==> src/rtl/ring_rx_pkg.sv <==
`timescale 1ns/1ps
package ring_rx_pkg;
  localparam logic [7:0] SOF_CODE   = 8'h7E;
  localparam logic [7:0] EOF_CODE   = 8'h3C;
  localparam logic [7:0] TOK_CODE   = 8'hE7;
  localparam logic [15:0] CRC_PRESET = 16'hFFFF;

  typedef enum logic [2:0] {
    PS_IDLE, PS_FIRST, PS_TOKEND, PS_SRC, PS_LEN, PS_DATA, PS_CRC, PS_END
  } rx_state_e;

  // one byte of CRC x^16+x^12+x^5+1, msb first, byte-parallel form
  function automatic logic [15:0] crc16_byte(input logic [15:0] c, input logic [7:0] d);
    logic [7:0] x;
    x = c[15:8] ^ d;
    x = x ^ (x >> 4);
    return {c[7:0], 8'h00} ^ ({8'h00, x} << 12) ^ ({8'h00, x} << 5) ^ {8'h00, x};
  endfunction

  function automatic logic is_delim(input logic [7:0] b);
    return (b == SOF_CODE) || (b == EOF_CODE) || (b == TOK_CODE);
  endfunction
endpackage

==> src/rtl/nrzi_decoder.sv <==
`timescale 1ns/1ps
module nrzi_decoder (
  input  logic clk,
  input  logic rst_n,
  input  logic line_i,
  output logic bit_o
);
  logic line_q;

  always_ff @(posedge clk) line_q <= line_i;

  always_ff @(posedge clk or negedge rst_n) begin
    if (!rst_n) bit_o <= 1'b0;
    else        bit_o <= line_i ^ line_q;
  end

  AST_NRZI_STEADY_ZERO: assert property (@(posedge clk) disable iff (!rst_n)
    $stable(line_i) |=> !bit_o);
endmodule

==> src/rtl/byte_aligner.sv <==
`timescale 1ns/1ps
module byte_aligner import ring_rx_pkg::*; #(
  parameter int BYTE_W = 8
) (
  input  logic              clk,
  input  logic              rst_n,
  input  logic              bit_i,
  input  logic              unlock_i,
  output logic [BYTE_W-1:0] byte_o,
  output logic              stb_o
);
  localparam int CNT_W = $clog2(BYTE_W);
  localparam logic [CNT_W-1:0] LAST = CNT_W'(BYTE_W - 1);

  logic [BYTE_W-1:0] sh_q, sh_nxt;
  logic [CNT_W-1:0]  cnt_q;
  logic              locked_q;
  logic              sync_hit;

  assign sh_nxt   = {sh_q[BYTE_W-2:0], bit_i};
  assign sync_hit = (sh_nxt == BYTE_W'(SOF_CODE));

  always_ff @(posedge clk or negedge rst_n) begin
    if (!rst_n) begin
      sh_q     <= '0;
      cnt_q    <= '0;
      locked_q <= 1'b0;
      stb_o    <= 1'b0;
      byte_o   <= '0;
    end else begin
      sh_q  <= sh_nxt;
      stb_o <= 1'b0;
      if (unlock_i) begin
        locked_q <= 1'b0;
        cnt_q    <= '0;
      end else if (!locked_q) begin
        if (sync_hit) begin
          locked_q <= 1'b1;
          cnt_q    <= '0;
          stb_o    <= 1'b1;
          byte_o   <= sh_nxt;
        end
      end else if (cnt_q == LAST) begin
        cnt_q  <= '0;
        stb_o  <= 1'b1;
        byte_o <= sh_nxt;
      end else begin
        cnt_q <= cnt_q + 1'b1;
      end
    end
  end

  AST_LOCK_ON_START: assert property (@(posedge clk) disable iff (!rst_n)
    $rose(locked_q) |-> (stb_o && byte_o == BYTE_W'(SOF_CODE)));
endmodule

==> src/rtl/crc16_acc.sv <==
`timescale 1ns/1ps
module crc16_acc import ring_rx_pkg::*; #(
  parameter int CRC_W = 16
) (
  input  logic       clk,
  input  logic       rst_n,
  input  logic       init_i,
  input  logic       upd_i,
  input  logic [7:0] byte_i,
  output logic       zero_o
);
  logic [CRC_W-1:0] crc_q;

  always_ff @(posedge clk or negedge rst_n) begin
    if (!rst_n)      crc_q <= CRC_PRESET;
    else if (init_i) crc_q <= CRC_PRESET;
    else if (upd_i)  crc_q <= crc16_byte(crc_q, byte_i);
  end

  assign zero_o = (crc_q == '0);

  AST_CRC_INIT_UPD_EXCL: assert property (@(posedge clk) disable iff (!rst_n)
    !(init_i && upd_i));
endmodule

==> src/rtl/frame_parser.sv <==
`timescale 1ns/1ps
module frame_parser import ring_rx_pkg::*; #(
  parameter int ADDR_W = 7,
  parameter int LEN_W  = 8
) (
  input  logic              clk,
  input  logic              rst_n,
  input  logic              stb_i,
  input  logic [7:0]        byte_i,
  input  logic [ADDR_W-1:0] node_addr_i,
  input  logic              crc_zero_i,
  output logic              crc_init_o,
  output logic              crc_upd_o,
  output logic              unlock_o,
  output logic [ADDR_W-1:0] dest_o,
  output logic [ADDR_W-1:0] src_o,
  output logic [LEN_W-1:0]  len_o,
  output logic [7:0]        chan_o,
  output logic [7:0]        trans_o,
  output logic              bcast_o,
  output logic [7:0]        pay_data_o,
  output logic              pay_valid_o,
  output logic              ok_o,
  output logic              crc_err_o,
  output logic              illegal_o,
  output logic              token_o
);
  localparam logic [ADDR_W-1:0] BCAST = '1;

  rx_state_e        st_q, st_nxt;
  logic [LEN_W-1:0] cnt_q;
  logic             crc_idx_q;
  logic             hit_q;
  logic             b_sof, b_eof, b_tok, b_delim;
  logic             ev_ok, ev_crc, ev_ill, ev_tok;
  logic [ADDR_W-1:0] b_addr;
  logic             b_match;

  assign b_sof   = (byte_i == SOF_CODE);
  assign b_eof   = (byte_i == EOF_CODE);
  assign b_tok   = (byte_i == TOK_CODE);
  assign b_delim = is_delim(byte_i);
  assign b_addr  = byte_i[ADDR_W-1:0];
  assign b_match = (b_addr == node_addr_i) || (b_addr == BCAST);

  always_comb begin
    st_nxt = st_q;
    ev_ok  = 1'b0;
    ev_crc = 1'b0;
    ev_ill = 1'b0;
    ev_tok = 1'b0;
    if (stb_i) begin
      if (b_sof) begin
        st_nxt = PS_FIRST;
        ev_ill = (st_q != PS_IDLE);
      end else begin
        case (st_q)
          PS_IDLE:   st_nxt = PS_IDLE;
          PS_FIRST: begin
            if (b_tok)        st_nxt = PS_TOKEND;
            else if (b_delim) begin ev_ill = 1'b1; st_nxt = PS_IDLE; end
            else              st_nxt = PS_SRC;
          end
          PS_TOKEND: begin
            if (b_eof) ev_tok = 1'b1;
            else       ev_ill = 1'b1;
            st_nxt = PS_IDLE;
          end
          PS_SRC: begin
            if (b_delim) begin ev_ill = 1'b1; st_nxt = PS_IDLE; end
            else         st_nxt = PS_LEN;
          end
          PS_LEN: begin
            if (b_delim)          begin ev_ill = 1'b1; st_nxt = PS_IDLE; end
            else if (byte_i == 0) st_nxt = PS_CRC;
            else                  st_nxt = PS_DATA;
          end
          PS_DATA: begin
            if (b_delim)                         begin ev_ill = 1'b1; st_nxt = PS_IDLE; end
            else if (cnt_q == len_o - LEN_W'(1)) st_nxt = PS_CRC;
          end
          PS_CRC: begin
            if (b_delim)        begin ev_ill = 1'b1; st_nxt = PS_IDLE; end
            else if (crc_idx_q) st_nxt = PS_END;
          end
          PS_END: begin
            if (b_eof) begin
              if (crc_zero_i) ev_ok  = hit_q;
              else            ev_crc = 1'b1;
            end else begin
              ev_ill = 1'b1;
            end
            st_nxt = PS_IDLE;
          end
          default: st_nxt = PS_IDLE;
        endcase
      end
    end
  end

  assign unlock_o   = stb_i && (st_nxt == PS_IDLE);
  assign crc_init_o = stb_i && b_sof;
  assign crc_upd_o  = stb_i && !b_delim &&
                      (st_q inside {PS_FIRST, PS_SRC, PS_LEN, PS_DATA, PS_CRC});

  always_ff @(posedge clk or negedge rst_n) begin
    if (!rst_n) begin
      st_q        <= PS_IDLE;
      cnt_q       <= '0;
      crc_idx_q   <= 1'b0;
      hit_q       <= 1'b0;
      dest_o      <= '0;
      src_o       <= '0;
      len_o       <= '0;
      chan_o      <= '0;
      trans_o     <= '0;
      bcast_o     <= 1'b0;
      pay_data_o  <= '0;
      pay_valid_o <= 1'b0;
      ok_o        <= 1'b0;
      crc_err_o   <= 1'b0;
      illegal_o   <= 1'b0;
      token_o     <= 1'b0;
    end else begin
      st_q        <= st_nxt;
      ok_o        <= ev_ok;
      crc_err_o   <= ev_crc;
      illegal_o   <= ev_ill;
      token_o     <= ev_tok;
      pay_valid_o <= 1'b0;
      if (stb_i) begin
        if (b_sof) begin
          hit_q   <= 1'b0;
          chan_o  <= '0;
          trans_o <= '0;
          cnt_q   <= '0;
        end else if (!b_delim) begin
          case (st_q)
            PS_FIRST: begin
              dest_o  <= b_addr;
              hit_q   <= b_match;
              bcast_o <= (b_addr == BCAST);
            end
            PS_SRC: src_o <= b_addr;
            PS_LEN: begin
              len_o     <= LEN_W'(byte_i);
              cnt_q     <= '0;
              crc_idx_q <= 1'b0;
            end
            PS_DATA: begin
              if (cnt_q == LEN_W'(0)) chan_o  <= byte_i;
              if (cnt_q == LEN_W'(1)) trans_o <= byte_i;
              cnt_q       <= cnt_q + 1'b1;
              pay_data_o  <= byte_i;
              pay_valid_o <= hit_q;
            end
            PS_CRC: crc_idx_q <= 1'b1;
            default: ;
          endcase
        end
      end
    end
  end

  AST_FLAGS_ONEHOT: assert property (@(posedge clk) disable iff (!rst_n)
    $onehot0({ok_o, crc_err_o, illegal_o, token_o}));
  AST_OK_ADDRESSED: assert property (@(posedge clk) disable iff (!rst_n)
    ok_o |-> (dest_o == node_addr_i || dest_o == BCAST));
  AST_OK_CRC_CLEAN: assert property (@(posedge clk) disable iff (!rst_n)
    ok_o |-> $past(crc_zero_i));
  AST_CRCERR_DIRTY: assert property (@(posedge clk) disable iff (!rst_n)
    crc_err_o |-> !$past(crc_zero_i));
  AST_PAY_ADDRESSED: assert property (@(posedge clk) disable iff (!rst_n)
    pay_valid_o |-> (dest_o == node_addr_i || dest_o == BCAST));
  AST_PAY_WITHIN_LEN: assert property (@(posedge clk) disable iff (!rst_n)
    pay_valid_o |-> (cnt_q != '0 && cnt_q <= len_o));
endmodule

==> src/rtl/ring_frame_rx.sv <==
`timescale 1ns/1ps
module ring_frame_rx #(
  parameter int ADDR_W = 7,
  parameter int LEN_W  = 8,
  parameter int BYTE_W = 8,
  parameter int CRC_W  = 16
) (
  input  logic              clk,
  input  logic              rst_n,
  input  logic              rx_line,
  input  logic [ADDR_W-1:0] node_addr,
  output logic [ADDR_W-1:0] dest_addr,
  output logic [ADDR_W-1:0] src_addr,
  output logic [LEN_W-1:0]  frame_len,
  output logic [7:0]        chan_num,
  output logic [7:0]        trans_num,
  output logic              is_bcast,
  output logic [7:0]        pay_data,
  output logic              pay_valid,
  output logic              frame_ok,
  output logic              crc_err,
  output logic              illegal_seq,
  output logic              token_seen
);
  logic              dec_bit;
  logic [BYTE_W-1:0] al_byte;
  logic              al_stb;
  logic              unlock;
  logic              crc_init, crc_upd, crc_zero;

  nrzi_decoder u_dec (
    .clk(clk), .rst_n(rst_n), .line_i(rx_line), .bit_o(dec_bit)
  );

  byte_aligner #(.BYTE_W(BYTE_W)) u_align (
    .clk(clk), .rst_n(rst_n), .bit_i(dec_bit), .unlock_i(unlock),
    .byte_o(al_byte), .stb_o(al_stb)
  );

  crc16_acc #(.CRC_W(CRC_W)) u_crc (
    .clk(clk), .rst_n(rst_n), .init_i(crc_init), .upd_i(crc_upd),
    .byte_i(al_byte), .zero_o(crc_zero)
  );

  frame_parser #(.ADDR_W(ADDR_W), .LEN_W(LEN_W)) u_parse (
    .clk(clk), .rst_n(rst_n), .stb_i(al_stb), .byte_i(al_byte),
    .node_addr_i(node_addr), .crc_zero_i(crc_zero),
    .crc_init_o(crc_init), .crc_upd_o(crc_upd), .unlock_o(unlock),
    .dest_o(dest_addr), .src_o(src_addr), .len_o(frame_len),
    .chan_o(chan_num), .trans_o(trans_num), .bcast_o(is_bcast),
    .pay_data_o(pay_data), .pay_valid_o(pay_valid),
    .ok_o(frame_ok), .crc_err_o(crc_err), .illegal_o(illegal_seq),
    .token_o(token_seen)
  );
endmodule

==> config.mk <==
export PLATFORM = sky130hd
export DESIGN_NAME = ring_frame_rx
export DESIGN_NICKNAME = d
export VERILOG_FILES = /design/src/rtl/ring_rx_pkg.sv /design/src/rtl/nrzi_decoder.sv /design/src/rtl/byte_aligner.sv /design/src/rtl/crc16_acc.sv /design/src/rtl/frame_parser.sv /design/src/rtl/ring_frame_rx.sv
export SDC_FILE = /design/constraint.sdc
export NUM_CORES = 1
export LEC_CHECK = 0
export BUFFER_PORTS_ARGS = -buffer_cell sky130_fd_sc_hd__buf_4
export CAP_MARGIN = 20
export CORE_MARGIN = 8
export CORE_UTILIZATION = 40
export CTS_CLUSTER_DIAMETER = 40
export DETAILED_ROUTE_END_ITERATION = 16
export GPL_ROUTABILITY_DRIVEN = 0
export PLACE_DENSITY = 0.59
export SLEW_MARGIN = 0
export SYNTH_ARGS = -nofsm -noshare
export SYNTH_HDL_FRONTEND = slang
export SYNTH_HIERARCHICAL = 1
export SYNTH_SLANG_ARGS = --single-unit
==> constraint.sdc <==
create_clock -name clk -period 2.7 [get_ports clk]
set_input_delay 0.135 -clock clk [delete_from_list [all_inputs] [get_ports clk]]
set_output_delay 0.135 -clock clk [all_outputs]
set_load 0.05 [all_outputs]
Word level (Yosys, flattened, before mapping)
Cells that the tools add are included.
{"block": "totals", "reg_bits": 103, "elab_cells": 157}
{"block": "classes", "addsub": 3, "n_eq_ne": 18, "n_mux": 66, "bitwise_logic": 9, "n_reduce_logical": 37}
{"op": "$mux 8", "count": 13}
{"op": "$mux 3", "count": 13}
{"op": "$mux 1", "count": 32}
{"op": "$mux 16", "count": 2}
{"op": "$reduce_and 4->1", "count": 7}
{"op": "$pmux 3 s6", "count": 1}
{"op": "$eq 8x7->1 const B", "count": 2}
{"op": "$logic_not 16->1", "count": 1}
{"op": "$logic_not 8->1", "count": 2}
{"op": "$pmux 8 s2", "count": 1}
{"op": "$xor 16x13->16", "count": 1}
{"op": "$xor 16x16->16", "count": 1}
{"op": "$xor 16x8->16", "count": 1}
{"op": "$eq 3x3->1 const B", "count": 5}
{"op": "$reduce_bool 2->1", "count": 7}
{"op": "$reduce_and 3->1", "count": 3}
{"op": "$reduce_bool 3->1", "count": 3}
{"op": "$add 8x1->8 const B", "count": 1}
{"op": "$eq 8x1->1 const B", "count": 1}
{"op": "$eq 8x6->1 const B", "count": 1}
{"op": "$eq 8x8->1", "count": 1}
{"op": "$eq 8x8->1 const B", "count": 1}
{"op": "$sub 8x1->8 const B", "count": 1}
{"op": "$xor 8x4->8", "count": 1}
{"op": "21 further kinds", "count": 31}

Depth between registers and ports, before layout
Gate-level depths: netlist of the first run.
{"block": "logic_depth", "depth_word": 12, "depth_mapped": 12}

Hierarchy
The synthesis of the first run kept the hierarchy.
{"module": "frame_parser", "instances": 1, "cells_each": 309, "area_each_um2": 3340.7, "seq_area_each_um2": 1626.6}
{"module": "crc16_acc", "instances": 1, "cells_each": 86, "area_each_um2": 1066.0, "seq_area_each_um2": 420.4}
{"module": "byte_aligner", "instances": 1, "cells_each": 79, "area_each_um2": 878.3, "seq_area_each_um2": 500.5}
{"module": "nrzi_decoder", "instances": 1, "cells_each": 3, "area_each_um2": 53.8, "seq_area_each_um2": 45.0}

Worst setup path before layout of the first run
Ideal clock, no wire load.
{"block": "synth_path", "kind": "flip-flop to flip-flop", "startpoint": "register u_parse.len_o[0]", "endpoint": "register u_align.byte_o[0]", "t_arrival_ns": 2.552, "required_ns": 2.561, "path_slack_ns": 0.009, "stages_incl_launch_ff": 12, "n_path_buf": 1, "period_less_slack_ns": 2.691, "path_cell_list": "dfrtp_1 -> inv_1 -> ha_1 -> xnor2_1 -> nor3_1 -> nand4_1 -> o21ai_0 -> nor3b_1 -> nor2b_1 -> clkbuf_1 -> a2bb2oi_1 -> o221ai_1"}
{"block": "synth_via", "elab_chain_len": 11}
{"element": "start, declared", "line_no": "frame_parser.sv:17", "source": "output logic [LEN_W-1:0] len_o,"}
{"element": "start signal, assigned", "line_no": "frame_parser.sv:146", "source": "len_o <= LEN_W'(byte_i);"}
{"element": "$sub 8x1->8", "line_no": "frame_parser.sv:80", "source": "else if (cnt_q == len_o - LEN_W'(1)) st_nxt = PS_CRC;"}
{"element": "$eq 8x8->1", "line_no": "frame_parser.sv:80"}
{"element": "$mux 3", "line_no": "frame_parser.sv:80"}
{"element": "$mux 3", "line_no": "frame_parser.sv:79", "source": "if (b_delim) begin ev_ill = 1'b1; st_nxt = PS_IDLE; end"}
{"element": "$pmux 3 s6", "line_no": "frame_parser.sv:57", "source": "case (st_q)"}
{"element": "$mux 3", "line_no": "frame_parser.sv:53", "source": "if (b_sof) begin"}
{"element": "$mux 3", "line_no": "frame_parser.sv:52", "source": "if (stb_i) begin"}
{"element": "$logic_not 3->1", "line_no": "frame_parser.sv:101", "source": "assign unlock_o = stb_i && (st_nxt == PS_IDLE);"}
{"element": "$logic_and 1x1->1", "line_no": "frame_parser.sv:101"}
{"element": "via unlock", "line_no": "ring_frame_rx.sv:28", "source": "logic unlock;"}
{"element": "$not 1->1 (no line)"}
{"element": "$reduce_and 3->1 (no line)"}
{"element": "end signal, assigned", "line_no": "byte_aligner.sv:41", "source": "byte_o <= sh_nxt;"}
{"element": "end signal, assigned", "line_no": "byte_aligner.sv:46", "source": "byte_o <= sh_nxt;"}
{"element": "end, declared", "line_no": "byte_aligner.sv:9", "source": "output logic [BYTE_W-1:0] byte_o,"}
The timed path passes the listed nets, and every way through them passes these cells.
A chain may end at the register's enable or synchronous reset.

Final worst setup path of the first run
{"block": "layout_path", "startpoint": "register u_parse.len_o[2]", "endpoint": "register u_align.byte_o[0]"}
Same word-level chain as after synthesis.

==> results of run 1 <==
[per-stage QoR]
step	utilization	cells
finish	0.4865	731
global route	0.4865	731
CTS	0.4847	731
detailed placement	0.4630	714
global placement	0.4630	714
floorplan	-	477
[per-layer routing]
layer  GRT usage  vias up  share of wire
li1            -     1824              -
met5           0        -              0
met1      0.1866     1880           0.44
met2      0.2397       85           0.49
met4     0.04786        0          0.022
met3     0.04764       24          0.047
[cell usage after synthesis (9+ instances only)]
library cell  count
nor2b_1          11
nor4_1           10
mux2i_1          17
dfrtp_1          86
clkbuf_1         10
a21oi_1          20
o21ai_0          32
inv_1            29
nand3_1          12
mux2_2           28
nand2_1          38
dfstp_2          16
xnor2_1          23
nor2_1           17
buf_2             9
xor2_1           10
[final timing paths]
check / start / endpoint / slack [ps] / depth (start not counted)
max reg2reg: u_parse/len_o[2] / u_align/byte_o[0] / 90 / 9
min reg2reg: u_dec/line_q / u_dec/bit_o / 420 / 1
min: node_addr[1] / u_parse/hit_q / 240 / 6
min in group asynchronous: rst_n / u_parse/pay_data_o[6] / 370 / 2
max: u_parse/len_o[2] / u_align/byte_o[0] / 90 / 9
max in group asynchronous: rst_n / u_parse/src_o[5] / 1620 / 3
[kinds of logic after synthesis]
family	share of synthesized area
xor gates and xnor gates	0.1066
adders and majority gates	0.01406
DFF	0.4856
and+or+nand+nor	0.1544
buffers and inverters	0.04429
muxes	0.09655
AOI/OAI and AO/OA	0.09843
[flip-flops by register name, indices dropped and copies added (netlist names), 3 cells and up]
name	count
u_parse/st_q	3
u_align/byte_o	8
u_align/cnt_q	3
u_parse/src_o	7
u_parse/chan_o	8
u_parse/dest_o	7
u_parse/trans_o	8
u_parse/cnt_q	8
u_crc/crc_q	16
u_parse/len_o	8
u_align/sh_q	7
u_parse/pay_data_o	8
[repair_timing]
item,CTS,global route
endpoints found under the hold margin,36,0
hold buffers,2,0
endpoints found under the setup margin,0,9
gates resized for setup,0,5
[power by group through the flow]
stage	clock network, uW	registers [uW]	logic [uW]
after floorplan	0	1700	505
after global placement	0	1720	709
after detailed placement	0	1720	720
after CTS	1240	1690	725
after global routing	1300	1710	794
final	1200	1690	719
[cell type report]
type,count,area (sq um)
multi-input cells,321,2534
clock inverters,3,18.77
well taps,176,220.2
fillers,1239,6746
clock buffers,12,246.5
flip-flops and latches,103,2592
inverters,29,108.9
repair buffers,87,670.6
[worst max-delay path, cell delays in order (launching register included)]
cell and delay (ps):
dfrtp_1 450, nor4_1 430, nand3b_1 150, xnor2_1 170, nand4_1 160, o21ai_0 330
nor3b_4 280, nor2b_1 160, a2bb2oi_1 180, o221ai_1 150
[layout by cell type, fill, tap and decap left out, drive strengths merged, types with 16 or more instances in the layout]
cell type,netlist,layout
a21oi,20,20
buf,14,85
dfrtp,86,86
dfstp,16,16
inv,29,30
mux2,30,30
mux2i,17,17
nand2,39,39
nor2,19,19
o21ai,34,34
xnor2,26,26
==> impl_metrics.toml, run 1 <==
[synthesis]
synth_area_leaders = "dfrtp_1 (40%), dfstp_2 (7.9%), mux2_2 (5.9%), xnor2_1 (3.8%), xnor3_1 (3.4%)"
synth_cells = 477
synthesis.area_sq_um = 5339
synth_warnings = 6
synth_nets = 493
synth_top_area_frac = 0.4031
avgSynthCellArea_sq_um = 11.19
synthArstFlopShare = 0.9903
synthFlopType = "dfrtp_1"
synth-edff-count = 0
ys_seq_elements = 103
ys_seq_area_frac = 0.4856
synth_cell_types = 64
yosysTopAreaCell = "dfrtp_1"

[floorplan]
initial_core_util = 0.4064
num_io_pins = 62
die_h_um = 131.5
rows = 42
fp.dieW_um = 131.5
core_area_sq_um = 13140
die_area_sq_um = 17300

[global_routing]
grt_pass1_wl_mm = 20.98
grtUsageTotal = 0.1491
gr-total-overflow = 0
grt_pass1_vias = 3905
antenna_found_initial = 0
grt_max_degree = 53

[status]
outcome = "complete, no violations"

[clock_tree]
cts.clk_slew.worst_paths_ps = 70
cts_tree = "yes"
numCtsBuffers = 9
postCtsSetupBuffers = 0
ctsHtreeMaxLevel = 3
cts_buffer_depth = 2
clockRootBuffer = "clkbuf_16"
numClockSinks = 103
clock_latency_ps = 350

[detailed_routing]
firstDrtPassIters = 4
vias_per_cell = 5.216
initialDrtViolationCount = 296
routed_wl_mm = 12.73
vias = 3813
route.detailed.drc = 0
ant_nets = 0
wl_per_cell_um = 17.42

[finish]
drive_gt1_frac = 0.3009
antenna_cells = 0
area_growth_pct = 19.71
fin_area_sq_um = 6391
finalNetCount = 567

[power]
seqPwrFrac = 0.469
powerDensity_nw_per_um2 = 565.0
p_leak_uw = 0.003099
p_sw_uw = 1019
p_int_uw = 2592
combinationalPowerShare = 0.199
power.total_uw = 3611
ir_drop_uv = 372.1
p_clk_frac = 0.332
switching_share = 0.2821

[hold_path]
hold_class = "input port to flip-flop"

[placement]
pre_cts_slack_ps = 40.28
detailed_place.area_sq_um = 6082
place.port_buffers = 61
place.detailed.hpwl_mm = 9.060

[timing]
drv_slew = 0
worst_slew_pin_slew_ps = 683.9
setup_violations = 0
fmax_ghz = 0.3828
tns_ps = 0
hold_viol = 0
finalWorstSetupSlack_ps = 87.43
whs_ps = 244.4
min_period_ps = 2613
max-slew-margin-rel = 0.5441
finClkSkew_ps = 7.309
fin_crit_sh = 0.9676

[worst_setup_path]
worst-path-max-fanout = 8
crit_required_ps = 2900
worstSetupPathType = "flip-flop to flip-flop"
cp-end-kind = "flip-flop"
worstPathArrival_ps = 2820
start_kind = "flip-flop"

[job]
cap_violations = 0
Note: power is estimated with default switching activity, not from simulation.
==> run 2, diff against run 1 <==
BUFFER_PORTS_ARGS = unset   (was -buffer_cell sky130_fd_sc_hd__buf_4)
DONT_BUFFER_PORTS = 1   (was unset)
PLACE_DENSITY = 0.55   (was 0.59)
==> run 2 against run 1 <==
Net effect:
- clock power grew 12%
- worst hold slack worse by 8.9 ps
- register-to-register slack better by 40 ps
- flip-flop and latch count is the same
- utilization decreased by 2.7 points
- clock skew grew 0.98 ps
- count of clock-buffer cells in the layout is the same
- die area unchanged
- critical path depth up 2
- final area down 5.5%
- critical endpoint is now u_align/byte_o[6]
==> impl_metrics.toml, run 2 (synthesized netlist as in run 1, its figures left out) <==
[power]
power.total_uw = 3763
seqPwrFrac = 0.452
combinationalPowerShare = 0.193
powerDensity_nw_per_um2 = 623.3
switching_share = 0.2815
p_sw_uw = 1059
p_clk_frac = 0.355
p_int_uw = 2704
ir_drop_uv = 283.0
p_leak_uw = 0.002826

[placement]
placed_cells = 660
place.detailed.hpwl_mm = 8.778
place.port_buffers = 0
detailed_place.area_sq_um = 5664

[worst_setup_path]
worstPathArrival_ps = 2840
cp-end-kind = "flip-flop"
critPathBufInv = 2
start_kind = "flip-flop"
path_cells = "inv_1 > ha_1 > o211a_1 > o31ai_2 > a21oi_1 > nor2_1 > nor3b_1 > buf_4 > nand2b_1 > or4_1 > o2111ai_1"
worst-path-max-fanout = 6
worstSetupPathType = "flip-flop to flip-flop"
cp_top_family = "simple AND/OR/NAND/NOR gates"
crit_required_ps = 2960
worst_path_max_delay_cell = "or4_1"
slowest_delay_ps = 510

[timing]
rsz0062_at_grt = "no"
fin_crit_sh = 0.9532
max-slew-margin-rel = 0.6189
drv_slew = 0
worst_slew_pin_slew_ps = 571.0
tns_ps = 0
fmax_ghz = 0.3886
finClkSkew_ps = 8.288
whs_ps = 235.5
min_period_ps = 2574
setup_violations = 0
hold_viol = 0

[clock_tree]
numClockSinks = 103
cts_tree = "yes"
postCtsSetupBuffers = 0
cts.clk_slew.worst_paths_ps = 70
cts_buffer_depth = 2
numCtsBuffers = 9
clock_latency_ps = 360
clockRootBuffer = "clkbuf_16"
ctsHtreeMaxLevel = 3

[detailed_routing]
route.detailed.drc = 0
firstDrtPassIters = 5
wl_per_cell_um = 18.57
initialDrtViolationCount = 275
vias = 3617
vias_per_cell = 5.327
ant_nets = 0
routed_wl_mm = 12.61

[finish]
fin_area_sq_um = 6037
finalNetCount = 514
area_growth_pct = 13.08
final_common_cell = "dfrtp_1"
final_cell_count_no_fill = 679
antenna_cells = 0
largest_reg_flops = 16
largest-register = "u_crc/crc_q"
layout_common_cells = "dfrtp_1 (84), nand2_1 (38), buf_4 (31), o21ai_0 (31), inv_1 (29)"
drive_gt1_frac = 0.2326

[floorplan]
die_h_um = 131.5
num_io_pins = 62
core_area_sq_um = 13140
fp.dieW_um = 131.5
rows = 42
initial_core_util = 0.4064
die_area_sq_um = 17300

[global_routing]
antenna_found_initial = 0
gr-total-overflow = 0
grt_pass1_wl_mm = 20.71
grt_pass1_vias = 3638
grtUsageTotal = 0.1497
grt_max_degree = 103

[hold_path]
hold_class = "input port to flip-flop"

[job]
cap_violations = 0

[status]
outcome = "complete, no violations"
-- run 2: cell count changes in the layout (fill, tap and decap cells not counted), sizes merged --
cell,before,now
buf,85,32
bufinv,0,1
clkinv,2,1
clkinvlp,0,1
-- run 2: repair_timing --
action	4_1_cts	5_1_grt
hold endpoints to repair	104	0
setup endpoints to repair	0	9
hold buffers	3	0
gates resized for setup	0	7
-- run 2: worst reg2reg max path, delay by kind of cell (launching register included) --
| family | cells | cell delay [ps] |
|---|---|---|
| and+or+nand+nor | 4 | 860 |
| adders and majority gates | 1 | 250 |
| buffers and inverters | 2 | 220 |
| DFF | 1 | 440 |
| AOI/OAI and AO/OA | 4 | 710 |
-- run 2: cell type report --
| cell class | count | area [sq um] |
|---|---|---|
| clock buffers | 12 | 246.5 |
| clock inverters | 4 | 55.05 |
| fillers | 1248 | 7101 |
| inverters | 29 | 108.9 |
| multi-input cells | 321 | 2531 |
| flip-flops and latches | 103 | 2595 |
| well taps | 176 | 220.2 |
| repair buffers | 34 | 280.3 |
-- run 2: power groups by stage --
stage	Sequential [uW]	Clock [uW]	Combinational (uW)
finish	1700	1340	725
global route	1710	1460	791
CTS	1700	1380	729
detailed placement	1720	0	690
global placement	1720	0	672
floorplan	1700	0	505
-- run 2: final timing paths --
path	start	to	slack (ps)	cells after the start
max reg2reg	u_parse/len_o[0]	u_align/byte_o[6]	130	11
max in group asynchronous	rst_n	u_align/byte_o[7]	1870	2
min in group asynchronous	rst_n	u_parse/trans_o[3]	390	2
max	u_parse/len_o[0]	u_align/byte_o[6]	130	11
min reg2reg	u_dec/line_q	u_dec/bit_o	420	1
min	node_addr[1]	u_parse/hit_q	240	5
-- run 2: layer usage --
layer  up-vias  global-route usage  share of wire
met2        82              0.2351           0.49
met4         0             0.06254          0.017
met3        14             0.03354          0.044
met1      1802              0.1953           0.45
li1       1719                   -              -
met5         -                   0              0
-- run 2: per-stage QoR --
stage            util  setup slack (ps)
2_1_floorplan       -             8.985
3_3_place_gp   0.4311             165.8
3_5_place_dp   0.4311             98.54
4_1_cts        0.4577             79.94
5_1_grt        0.4595             4.411
6_report       0.4595             126.4
==> run 3, diff against run 2 <==
CAP_MARGIN = unset   (was 20)
CORE_UTILIZATION = 55   (was 40)
PLACE_DENSITY = 0.69   (was 0.55)
clock period = 2.6 ns   (was 2.7 ns; I/O delays follow)
==> run 3 against run 2 <==
Net effect:
- die area down 24%
- cell count down 5.2%
- global-route usage up 4.7 points
- power down 2.1%
- flip-flop and latch count unchanged
- count of clock-buffer cells in the layout down 1
- sequential share of layout area up 0.24 points
- largest cell class unchanged
==> impl_metrics.toml, run 3 (synthesized netlist as in run 1, its figures left out) <==
[finish]
largest-register = "u_crc/crc_q"
final_common_cell = "dfrtp_1"
largest_reg_flops = 16
finalNetCount = 522
antenna_cells = 0
final_cell_count_no_fill = 644
layout_common_cells = "dfrtp_1 (83), buf_4 (39), nand2_1 (38), inv_1 (29), o21ai_0 (29)"
area_growth_pct = 12.51
drive_gt1_frac = 0.2583

[detailed_routing]
routed_wl_mm = 12.13
vias_per_cell = 5.677
firstDrtPassIters = 4
initialDrtViolationCount = 322
route.detailed.drc = 0
ant_nets = 0
vias = 3656
wl_per_cell_um = 18.84

[timing]
hold_viol = 0
finalWorstSetupSlack_ps = 129.3
max-slew-margin-rel = 0.6253
drv_slew = 0
finClkSkew_ps = 17.13
fin_crit_sh = 0.9503
setup_violations = 0
fmax_ghz = 0.4047
min_period_ps = 2471
worst_slew_pin_slew_ps = 561.4

[floorplan]
die_area_sq_um = 13120
fp.dieW_um = 114.5
rows = 36
die_h_um = 114.5
initial_core_util = 0.5565
num_io_pins = 62
core_area_sq_um = 9594

[worst_setup_path]
worstSetupPathType = "flip-flop to flip-flop"
crit_required_ps = 2850
path_cells = "or4_1 > nand2b_1 > nand4_1 > nor2_2 > nor3b_4 > nor2b_2 > a2bb2oi_1 > o221ai_1"
worst_path_max_delay_cell = "or4_1"
worst-path-max-fanout = 8
cp-end-kind = "flip-flop"
regToRegSetupSlack_ps = 130
cp_top_family = "simple AND/OR/NAND/NOR gates"
slowest_delay_ps = 710
critPathBufInv = 0
start_kind = "flip-flop"
worstPathArrival_ps = 2720

[job]
cap_violations = 0

[power]
ir_drop_uv = 341.3
powerDensity_nw_per_um2 = 613.1
p_leak_uw = 0.002848
power.total_uw = 3683

[global_routing]
grtUsageTotal = 0.1964
grt_max_degree = 103
antenna_found_initial = 0
grt_pass1_wl_mm = 20.16
grt_pass1_vias = 3803
gr-total-overflow = 0

[placement]
placed_cells = 624
pre_cts_slack_ps = -33.47
place.detailed.hpwl_mm = 8.566
place.port_buffers = 0

[clock_tree]
clockRootBuffer = "clkbuf_8"
clock_latency_ps = 380
numCtsBuffers = 9
cts_buffer_depth = 2
numClockSinks = 103
ctsHtreeMaxLevel = 3
cts.clk_slew.worst_paths_ps = 100
cts_tree = "yes"

[status]
outcome = "complete, no violations"

[hold_path]
hold_class = "input port to flip-flop"
[run 3: cell count changes in the layout (fill, tap and decap cells not counted), moves of 2 or more]
cell,before,now
clkbuf_8,1,10
o21ai_1,1,4
o21ai_0,31,29
clkbuf_16,9,0
buf_4,31,39
[run 3: final cells by class]
cell class	count	area [sq um]
Tap cell	133	166.4
Sequential cell	103	2596
Clock inverter	5	86.33
Inverter	29	108.9
Fill cell	776	3587
Multi-Input combinational cell	321	2567
Clock buffer	11	141.4
Timing Repair Buffer	42	340.3
[run 3: final timing paths]
path | from | to | depth (start not counted)
max | u_align/byte_o[3] | u_align/byte_o[0] | 8
min in group asynchronous | rst_n | u_parse/len_o[2] | 2
max reg2reg | u_align/byte_o[3] | u_align/byte_o[0] | 8
min reg2reg | u_dec/bit_o | u_align/sh_q[0] | 0
min | node_addr[1] | u_parse/hit_q | 5
max in group asynchronous | rst_n | u_crc/crc_q[12] | 2
[run 3: where the power goes]
group / total, uW / internal (uW) / switching [uW]
clock: 1140 / 578 / 563
combinational: 772 / 380 / 392
sequential: 1770 / 1670 / 100
total: 3680 / 2630 / 1050
[run 3: worst min-delay path, stage by stage]
cell	delay (ps)
xnor2_1	40
nand4_1	90
a21oi_1	40
a21oi_1	120
mux2i_1	80
[run 3: per-layer routing]
metal	GRT usage	vias up	part of all wire
met5	0	-	0
met4	0.08163	0	0.024
met3	0.04800	20	0.057
met2	0.3234	98	0.50
met1	0.2408	1803	0.42
li1	-	1735	-
[run 3: timing repair]
action,CTS,global route
pin swaps,1,0
setup buffers,0,1
hold endpoints to repair,104,0
endpoints found under the setup margin,5,9
gates resized for setup,2,12
hold buffers,3,0
[run 3: through the flow]
| step | util | hold WS, ps | setup TNS, ps | cell area, sq um |
|---|---|---|---|---|
| after floorplan | - | -165.6 | 0 | 5346 |
| after global placement | 0.5910 | -162.5 | 0 | 5670 |
| after detailed placement | 0.5910 | -162.2 | -63.78 | 5670 |
| after CTS | 0.6209 | 146.7 | 0 | 5957 |
| after global routing | 0.6261 | 197.5 | -3.689 | 6007 |
| final | 0.6261 | 161.4 | 0 | 6007 |
